<file path="src/rtl/vwf_pkg.sv">
package vwf_pkg;
    localparam int ADDR_W = 16;
    localparam int DATA_W = 16;

    localparam logic [3:0] CODE_VRAM_WR  = 4'b0001;
    localparam logic [3:0] CODE_CRAM_WR  = 4'b0011;
    localparam logic [3:0] CODE_VSRAM_WR = 4'b0101;

    localparam logic [15:0] STATUS_BASE  = 16'h3400;
    localparam int          STAT_EMPTY_B = 9;
    localparam int          STAT_FULL_B  = 8;

    localparam logic [15:0] CRAM_KEEP    = 16'h0EEE;
    localparam logic [15:0] VSRAM_KEEP   = 16'h03FF;
    localparam logic [15:0] VSRAM_FILL   = 16'hF800;

    typedef struct packed {
        logic [DATA_W-1:0] value;
        logic [ADDR_W-1:0] addr;
        logic [3:0]        code;
    } vwf_entry_t;
endpackage

</file>
<file path="src/rtl/vwf_due_timer.sv">
module vwf_due_timer #(
    parameter int TW = 6
) (
    input  logic          clk,
    input  logic          rst_n,
    input  logic          load,
    input  logic [TW-1:0] load_val,
    output logic          due
);
    logic [TW-1:0] cnt_d, cnt_q;

    always_comb begin
        cnt_d = cnt_q;
        if (load) begin
            cnt_d = load_val;
        end else if (cnt_q != '0) begin
            cnt_d = cnt_q - TW'(1);
        end
    end

    always_ff @(posedge clk) begin
        if (!rst_n) begin
            cnt_q <= '0;
        end else begin
            cnt_q <= cnt_d;
        end
    end

    assign due = (cnt_q == '0);
endmodule

</file>
<file path="src/rtl/vwf_read_fill.sv">
module vwf_read_fill
    import vwf_pkg::*;
(
    input  logic [DATA_W-1:0] slot_value,
    input  logic [DATA_W-1:0] cram_q,
    input  logic [DATA_W-1:0] vsram_q,
    output logic [DATA_W-1:0] cram_rd_data,
    output logic [DATA_W-1:0] vsram_rd_data
);
    always_comb begin
        cram_rd_data  = (cram_q & CRAM_KEEP) | (slot_value & ~CRAM_KEEP);
        vsram_rd_data = (vsram_q & VSRAM_KEEP) | (slot_value & VSRAM_FILL);
    end
endmodule

</file>
<file path="src/rtl/vwf_ring.sv">
module vwf_ring
    import vwf_pkg::*;
#(
    parameter int DEPTH = 4,
    localparam int IW = $clog2(DEPTH)
) (
    input  logic              clk,
    input  logic              rst_n,
    input  logic              wr_valid,
    input  logic [DATA_W-1:0] wr_data,
    input  logic [3:0]        wr_code,
    input  logic              addr_load,
    input  logic [ADDR_W-1:0] addr_val,
    input  logic [7:0]        autoinc,
    input  logic              ext_slot,
    input  logic              rd_req,
    input  logic [DEPTH-1:0]  due,
    output logic              push,
    output logic [IW-1:0]     push_idx,
    output logic              empty,
    output logic              full,
    output logic [DATA_W-1:0] wr_slot_value,
    output logic              vram_we,
    output logic              cram_we,
    output logic              vsram_we,
    output logic [ADDR_W-1:0] mem_addr,
    output logic [DATA_W-1:0] mem_data,
    output logic              slot_unused,
    output logic              rd_serve
);
    typedef struct packed {
        logic [IW-1:0]                wr;
        logic [IW-1:0]                rd;
        logic                         empty;
        logic [DEPTH-1:0]             partial;
        logic                         pend;
        logic [ADDR_W-1:0]            addr;
        vwf_entry_t [DEPTH-1:0]       ent;
        logic                         vram_we;
        logic                         cram_we;
        logic                         vsram_we;
        logic                         unused;
        logic                         serve;
        logic [ADDR_W-1:0]            maddr;
        logic [DATA_W-1:0]            mdata;
    } ring_st_t;

    ring_st_t   st_d, st_q;
    logic       is_full;
    logic       accept;
    logic       pop;
    logic [IW-1:0] rd_inc;
    vwf_entry_t head;

    always_comb begin
        st_d          = st_q;
        st_d.vram_we  = 1'b0;
        st_d.cram_we  = 1'b0;
        st_d.vsram_we = 1'b0;
        st_d.unused   = 1'b0;
        st_d.serve    = 1'b0;
        st_d.maddr    = '0;
        st_d.mdata    = '0;

        is_full = !st_q.empty && (st_q.wr == st_q.rd);
        accept  = wr_valid && !is_full;
        pop     = 1'b0;
        rd_inc  = st_q.rd + IW'(1);
        head    = st_q.ent[st_q.rd];

        if (ext_slot) begin
            if (st_q.pend) begin
                st_d.pend  = 1'b0;
                st_d.serve = 1'b1;
            end else if (!st_q.empty && due[st_q.rd]) begin
                st_d.maddr = head.addr;
                st_d.mdata = head.value;
                case (head.code)
                    CODE_VRAM_WR: begin
                        st_d.vram_we = 1'b1;
                        if (!st_q.partial[st_q.rd]) begin
                            st_d.mdata               = {8'h00, head.value[15:8]};
                            st_d.partial[st_q.rd]    = 1'b1;
                        end else begin
                            st_d.maddr = head.addr ^ ADDR_W'(1);
                            st_d.mdata = {8'h00, head.value[7:0]};
                            pop        = 1'b1;
                        end
                    end
                    CODE_CRAM_WR: begin
                        st_d.cram_we = 1'b1;
                        pop          = 1'b1;
                    end
                    CODE_VSRAM_WR: begin
                        st_d.vsram_we = 1'b1;
                        pop           = 1'b1;
                    end
                    default: begin
                        st_d.maddr = '0;
                        st_d.mdata = '0;
                        pop        = 1'b1;
                    end
                endcase
            end else begin
                st_d.unused = 1'b1;
            end
        end

        if (rd_req) begin
            st_d.pend = 1'b1;
        end

        if (pop) begin
            st_d.rd = rd_inc;
        end

        if (accept) begin
            st_d.ent[st_q.wr].value = wr_data;
            st_d.ent[st_q.wr].addr  = st_q.addr;
            st_d.ent[st_q.wr].code  = wr_code;
            st_d.partial[st_q.wr]   = 1'b0;
            st_d.wr                 = st_q.wr + IW'(1);
            st_d.addr               = st_q.addr + ADDR_W'(autoinc);
            st_d.empty              = 1'b0;
        end else if (pop && (rd_inc == st_q.wr)) begin
            st_d.empty = 1'b1;
        end

        if (addr_load) begin
            st_d.addr = addr_val;
        end
    end

    always_ff @(posedge clk) begin
        if (!rst_n) begin
            st_q       <= '0;
            st_q.empty <= 1'b1;
        end else begin
            st_q <= st_d;
        end
    end

    assign push          = accept;
    assign push_idx      = st_q.wr;
    assign empty         = st_q.empty;
    assign full          = is_full;
    assign wr_slot_value = st_q.ent[st_q.wr].value;
    assign vram_we       = st_q.vram_we;
    assign cram_we       = st_q.cram_we;
    assign vsram_we      = st_q.vsram_we;
    assign mem_addr      = st_q.maddr;
    assign mem_data      = st_q.mdata;
    assign slot_unused   = st_q.unused;
    assign rd_serve      = st_q.serve;
endmodule

</file>
<file path="src/rtl/vmem_wfifo.sv">
module vmem_wfifo
    import vwf_pkg::*;
#(
    parameter int DEPTH       = 4,
    parameter int LAT_SLOTS   = 3,
    parameter int SLOT_WIDE   = 16,
    parameter int SLOT_NARROW = 20
) (
    input  logic        clk,
    input  logic        rst_n,
    input  logic        mode_wide,
    input  logic        wr_valid,
    input  logic [15:0] wr_data,
    input  logic [3:0]  wr_code,
    output logic        wr_stall,
    input  logic        addr_load,
    input  logic [15:0] addr_val,
    input  logic [7:0]  autoinc,
    input  logic        ext_slot,
    input  logic        rd_req,
    output logic        rd_serve,
    output logic        slot_unused,
    output logic        vram_we,
    output logic        cram_we,
    output logic        vsram_we,
    output logic [15:0] mem_addr,
    output logic [15:0] mem_data,
    output logic [15:0] status_word,
    input  logic [15:0] cram_q,
    input  logic [15:0] vsram_q,
    output logic [15:0] cram_rd_data,
    output logic [15:0] vsram_rd_data
);
    localparam int IW         = $clog2(DEPTH);
    localparam int LAT_WIDE   = LAT_SLOTS * SLOT_WIDE;
    localparam int LAT_NARROW = LAT_SLOTS * SLOT_NARROW;
    localparam int LAT_MAX    = (LAT_WIDE > LAT_NARROW) ? LAT_WIDE : LAT_NARROW;
    localparam int TW         = $clog2(LAT_MAX + 1);

    logic              push;
    logic [IW-1:0]     push_idx;
    logic              q_empty;
    logic              q_full;
    logic [DEPTH-1:0]  due;
    logic [TW-1:0]     lat_val;
    logic [DATA_W-1:0] slot_value;

    assign lat_val = mode_wide ? TW'(LAT_WIDE) : TW'(LAT_NARROW);

    vwf_ring #(.DEPTH(DEPTH)) u_ring (
        .clk           (clk),
        .rst_n         (rst_n),
        .wr_valid      (wr_valid),
        .wr_data       (wr_data),
        .wr_code       (wr_code),
        .addr_load     (addr_load),
        .addr_val      (addr_val),
        .autoinc       (autoinc),
        .ext_slot      (ext_slot),
        .rd_req        (rd_req),
        .due           (due),
        .push          (push),
        .push_idx      (push_idx),
        .empty         (q_empty),
        .full          (q_full),
        .wr_slot_value (slot_value),
        .vram_we       (vram_we),
        .cram_we       (cram_we),
        .vsram_we      (vsram_we),
        .mem_addr      (mem_addr),
        .mem_data      (mem_data),
        .slot_unused   (slot_unused),
        .rd_serve      (rd_serve)
    );

    for (genvar gi = 0; gi < DEPTH; gi++) begin : g_timer
        vwf_due_timer #(.TW(TW)) u_timer (
            .clk      (clk),
            .rst_n    (rst_n),
            .load     (push && (push_idx == IW'(gi))),
            .load_val (lat_val),
            .due      (due[gi])
        );
    end

    vwf_read_fill u_fill (
        .slot_value    (slot_value),
        .cram_q        (cram_q),
        .vsram_q       (vsram_q),
        .cram_rd_data  (cram_rd_data),
        .vsram_rd_data (vsram_rd_data)
    );

    always_comb begin
        status_word               = STATUS_BASE;
        status_word[STAT_EMPTY_B] = q_empty;
        status_word[STAT_FULL_B]  = q_full;
    end

    assign wr_stall = wr_valid && q_full;
endmodule

</file>
<file path="config.mk">
export PLATFORM = sky130hd
export DESIGN_NAME = vmem_wfifo
export DESIGN_NICKNAME = d
export VERILOG_FILES = /design/src/rtl/vwf_pkg.sv /design/src/rtl/vwf_due_timer.sv /design/src/rtl/vwf_read_fill.sv /design/src/rtl/vwf_ring.sv /design/src/rtl/vmem_wfifo.sv
export SDC_FILE = /design/constraint.sdc
export NUM_CORES = 1
export LEC_CHECK = 0
export CAP_MARGIN = 20
export CORE_MARGIN = 1.5
export CORE_UTILIZATION = 60
export DETAILED_ROUTE_END_ITERATION = 16
export DONT_BUFFER_PORTS = 1
export HOLD_SLACK_MARGIN = 0.05
export PLACE_DENSITY = 0.76
export SLEW_MARGIN = 10
export SYNTH_ARGS = -nofsm -noshare
export SYNTH_HDL_FRONTEND = slang
export SYNTH_SLANG_ARGS = --single-unit
export TNS_END_PERCENT = 20
</file>
<file path="constraint.sdc">
create_clock -name clk -period 2.6 [get_ports clk]
set_clock_uncertainty 0.15 [all_clocks]
set_input_delay 0.78 -clock clk [delete_from_list [all_inputs] [get_ports clk]]
set_output_delay 0.78 -clock clk [all_outputs]
set_load 0.03 [all_outputs]
</file>
==> key figures <==
Global routing
  • Wire length of the first global-routing pass: 41920 µm
  • Maximum number of pins on one net before global-route repair: 197
  • Initial antenna violation count: 0
  • Overflow left after global routing: 0
  • Vias in the first global route: 7943
  • Overall Global Routing Usage: 26.82%

Final layout
  • Most frequent cells in the layout: nand2_1 (325), dfxtp_1 (227), a21boi_0 (148), mux4_2 (44), buf_4 (38)
  • Most frequent standard cell in the layout excluding fill and tap cells: nand2_1
  • Area growth syn-to-layout: 7.993%
  • Layout Cells excl Fill: 1407
  • Finished Core Util: 66.21%
  • Fill cell count: 1464
  • Antenna diode count: 0
  • Final nets: 1269
  • Proportion of layout cells with a drive suffix above 1: 12.48%

Status
  • Failing checks: negative setup slack
  • Status: complete, but fails checks

STA
  • Final hold violations: 0
  • Final period utilization: 102.1%
  • Slew Limit Headroom: 61.80%
  • Setup Viol. Count Final: 6
  • Min cycle time layout: 2655 ps
  • Count of pins over their slew limit: 0
  • Setup ws final: -54.65 ps
  • Unrepaired setup endpoints after global routing: true
  • Max Freq: 376.7 MHz
  • Slew of the pin with the lowest slew margin: 572.3 ps

Setup path
  • Critical Path Start: u_ring.push_idx[0]
  • CP endpoint kind: output port
  • Delay contributed by the slowest stage of the critical path: 690 ps
  • Reg-to-reg critical path startpoint: u_ring.st_q[204]
  • CP startpoint kind: register
  • Crit path buf inv count: 1
  • Arrival time worst endpoint: 1720 ps
  • Reg-to-reg critical path endpoint: u_ring.st_q[198]
  • Cell with the biggest individual delay on the critical path: mux4_2
  • Worst-case reg-to-reg path depth: 8
  • Destination of the critical timing path: cram_rd_data[15]
  • Cell-by-cell listing of the critical path: buf_4 > mux4_2
  • R2R setup slack: 90 ps
  • Family with the most delay on the worst path: multiplexers
  • Maximum fanout along the worst path: 3
  • Total stage count of the critical path: 2
  • Setup CP Type: register to output port
  • Req. time, crit path: 1670 ps

Clock tree
  • CTS Buf Count: 24
  • TritonCTS clock tree: built
  • Number of buffers on the longest clock path: 3
  • Clock sink count: 231
  • Clock transition at the registers of the reported paths: 60 ps
  • Total number of H-tree levels: 1
  • Master cell of the clock root buffer: clkbuf_16
  • Clock latency at the later pin of the worst-skew pair: 520 ps

Placement
  • Cell count after placement: 1360
  • IO buf count: 0
  • Worst-case setup slack after placement: 29.23 ps
  • Dpl hpwl: 16110 µm
  • Weighted congestion reported at the end of routability-driven placement: 0.7983

Routing
  • Post-detailed-route via-to-cell ratio: 5.844
  • Detailed-route via count: 8223
  • Post-route ant nets: 0
  • Number of detailed-routing iterations run before antenna repair: 4
  • Iter 0 DRT Violations: 650
  • Detailed-route DRC error count: 0
  • WL per Instance: 18.44 µm
  • Total wirelength of the detailed-routed design: 25950 µm

Power and ir drop
  • Combinational group share of total power: 23.0%
  • Sequential cell fraction of total power: 41.0%
  • Int Pwr: 7112 µW
  • Proportion of total power due to net switching: 28.89%
  • Static leakage: 0.004215 µW
  • Clk network pwr share: 36.1%
  • Pwr dens: 838.0 nW/µm²
  • Maximum resistive drop on vdd: 964.5 µV
  • Switching pwr: 2889 µW

Synth
  • Cell area after synthesis: 11050 µm²
  • #FFs+latches synth: 231
  • Yosys cell types: 58
  • Count of flip-flops with a built-in enable after synthesis: 0
  • Proportion of register bits with asynchronous set or reset after synthesis: 0%
  • Dominant register cell in the synthesized netlist: dfxtp_1
  • Gate count of the mapped netlist: 1225
  • Syn_area_per_cell: 9.021 µm²
  • Total number of yosys warnings: 0
  • Sequential-to-total area share from yosys stat: 41.85%

Floorplanning
  • Core area: 18020 µm²
  • Horizontal extent of the die: 138.7 µm
  • Initial standard-cell utilization of the core: 61.31%
  • DIE AREA: 19240 µm²
  • Ports placed on the boundary: 169
  • Number of placement rows: 49
  • Die Y-Extent: 138.7 µm

Flow run
  • Number of maximum-capacitance violations: 0

Hold path
  • Path category of the worst min-delay check: primary input to register
[synthesized netlist by cell type, drive strengths merged (6+ instances only)]
library cell / instances / share of area (%)
a211oi: 7 / 0.48
a21boi: 148 / 10
a21oi: 21 / 0.95
a31o: 6 / 0.48
a31oi: 8 / 0.45
and2: 15 / 0.85
and3: 8 / 0.45
buf: 98 / 6.1
clkbuf: 53 / 1.8
dfxtp: 231 / 42
ha: 24 / 2.7
inv: 30 / 1.0
mux4: 44 / 9.0
nand2: 325 / 11
nand3: 11 / 0.50
nor2: 27 / 0.92
nor2b: 36 / 2.0
nor3: 10 / 0.45
nor3b: 7 / 0.48
o21ai: 16 / 0.72
o22ai: 8 / 0.45
o2bb2ai: 8 / 0.63
xnor2: 21 / 1.7
xor2: 6 / 0.48
[area by class of cell]
| cell class | count | area [µm²] | share of cell area [%] |
|---|---|---|---|
| clock buffers | 34 | 678.2 | 5.683 |
| flip-flops and latches | 231 | 4634 | 38.83 |
| inverters | 30 | 112.6 | 0.9436 |
| multi-input cells | 826 | 5577 | 46.73 |
| repair buffers | 48 | 489.2 | 4.099 |
| well taps | 229 | 286.5 | 2.401 |
| clock inverters | 9 | 156.4 | 1.311 |
[cell families after synthesis]
| logic type | synth area share (%) |
|---|---|
| xor+xnor | 2.140 |
| other cells | 0.06796 |
| buf+inv | 8.945 |
| fa+ha+maj | 2.899 |
| simple gates | 18.21 |
| compound gates | 16.75 |
| flops | 41.85 |
| mux | 9.149 |
[how the worst min path moves through the flow]
| stage | from | end | slack (ps) | cells after the start |
|---|---|---|---|---|
| 2_1_floorplan | register | register | 290 | 2 |
| 3_3_place_gp | register | register | 290 | 2 |
| 3_5_place_dp | register | register | 300 | 2 |
| 4_1_cts | rd_req | u_ring.st_q[197] | 230 | 1 |
| 5_1_grt | addr_val[0] | u_ring.st_q[181] | 240 | 1 |
| 6_report | wr_data[4] | register | 250 | 2 |
[worst register-to-register path, cell delays in order (launching register included)]
cell and delay, ps:
dfxtp_4 360, buf_12 100, buf_4 250, mux4_2 400, or3_1 370, a21o_1 230
nor4_4 270, buf_12 190, a31o_1 150
[layer usage]
layer | track usage [%] | part of all wire [%]
met1 | 37.98 | 46
met2 | 42.81 | 45
met3 | 4.800 | 7.6
met4 | 6.908 | 1.8
met5 | 0 | 0
[per-stage QoR]
| step | power [µW] | setup TNS (ps) | hold slack [ps] | area (µm²) |
|---|---|---|---|---|
| 3_3_place_gp | 6357 | 0 | 293.9 | 11000 |
| 6_report | 10000 | -261.2 | 246.8 | 11930 |
| 3_5_place_dp | 6415 | 0 | 303.3 | 11000 |
| 4_1_cts | 10040 | -438.8 | 232.5 | 11930 |
| 5_1_grt | 10480 | -636.3 | 235.7 | 11930 |
| 2_1_floorplan | 5929 | 0 | 288.3 | 11100 |
[power groups by stage]
stage                     Sequential, µW  Clock (µW)  Combinational [µW]
after floorplan                     4090           0                1840
after global placement              4150           0                2200
after detailed placement            4160           0                2250
after CTS                           4090        3660                2290
after global routing                4130        3800                2540
final                               4100        3610                2300
[what timing repair did]
| action | in CTS | in global routing |
|---|---|---|
| hold buffers | 0 | 0 |
| cloned | 1 | 0 |
| setup endpoints to repair | 13 | 13 |
| pin swaps | 2 | 0 |
| resized for setup | 10 | 1 |
| setup buffers | 3 | 0 |
Power figures use the tool's default switching activity.
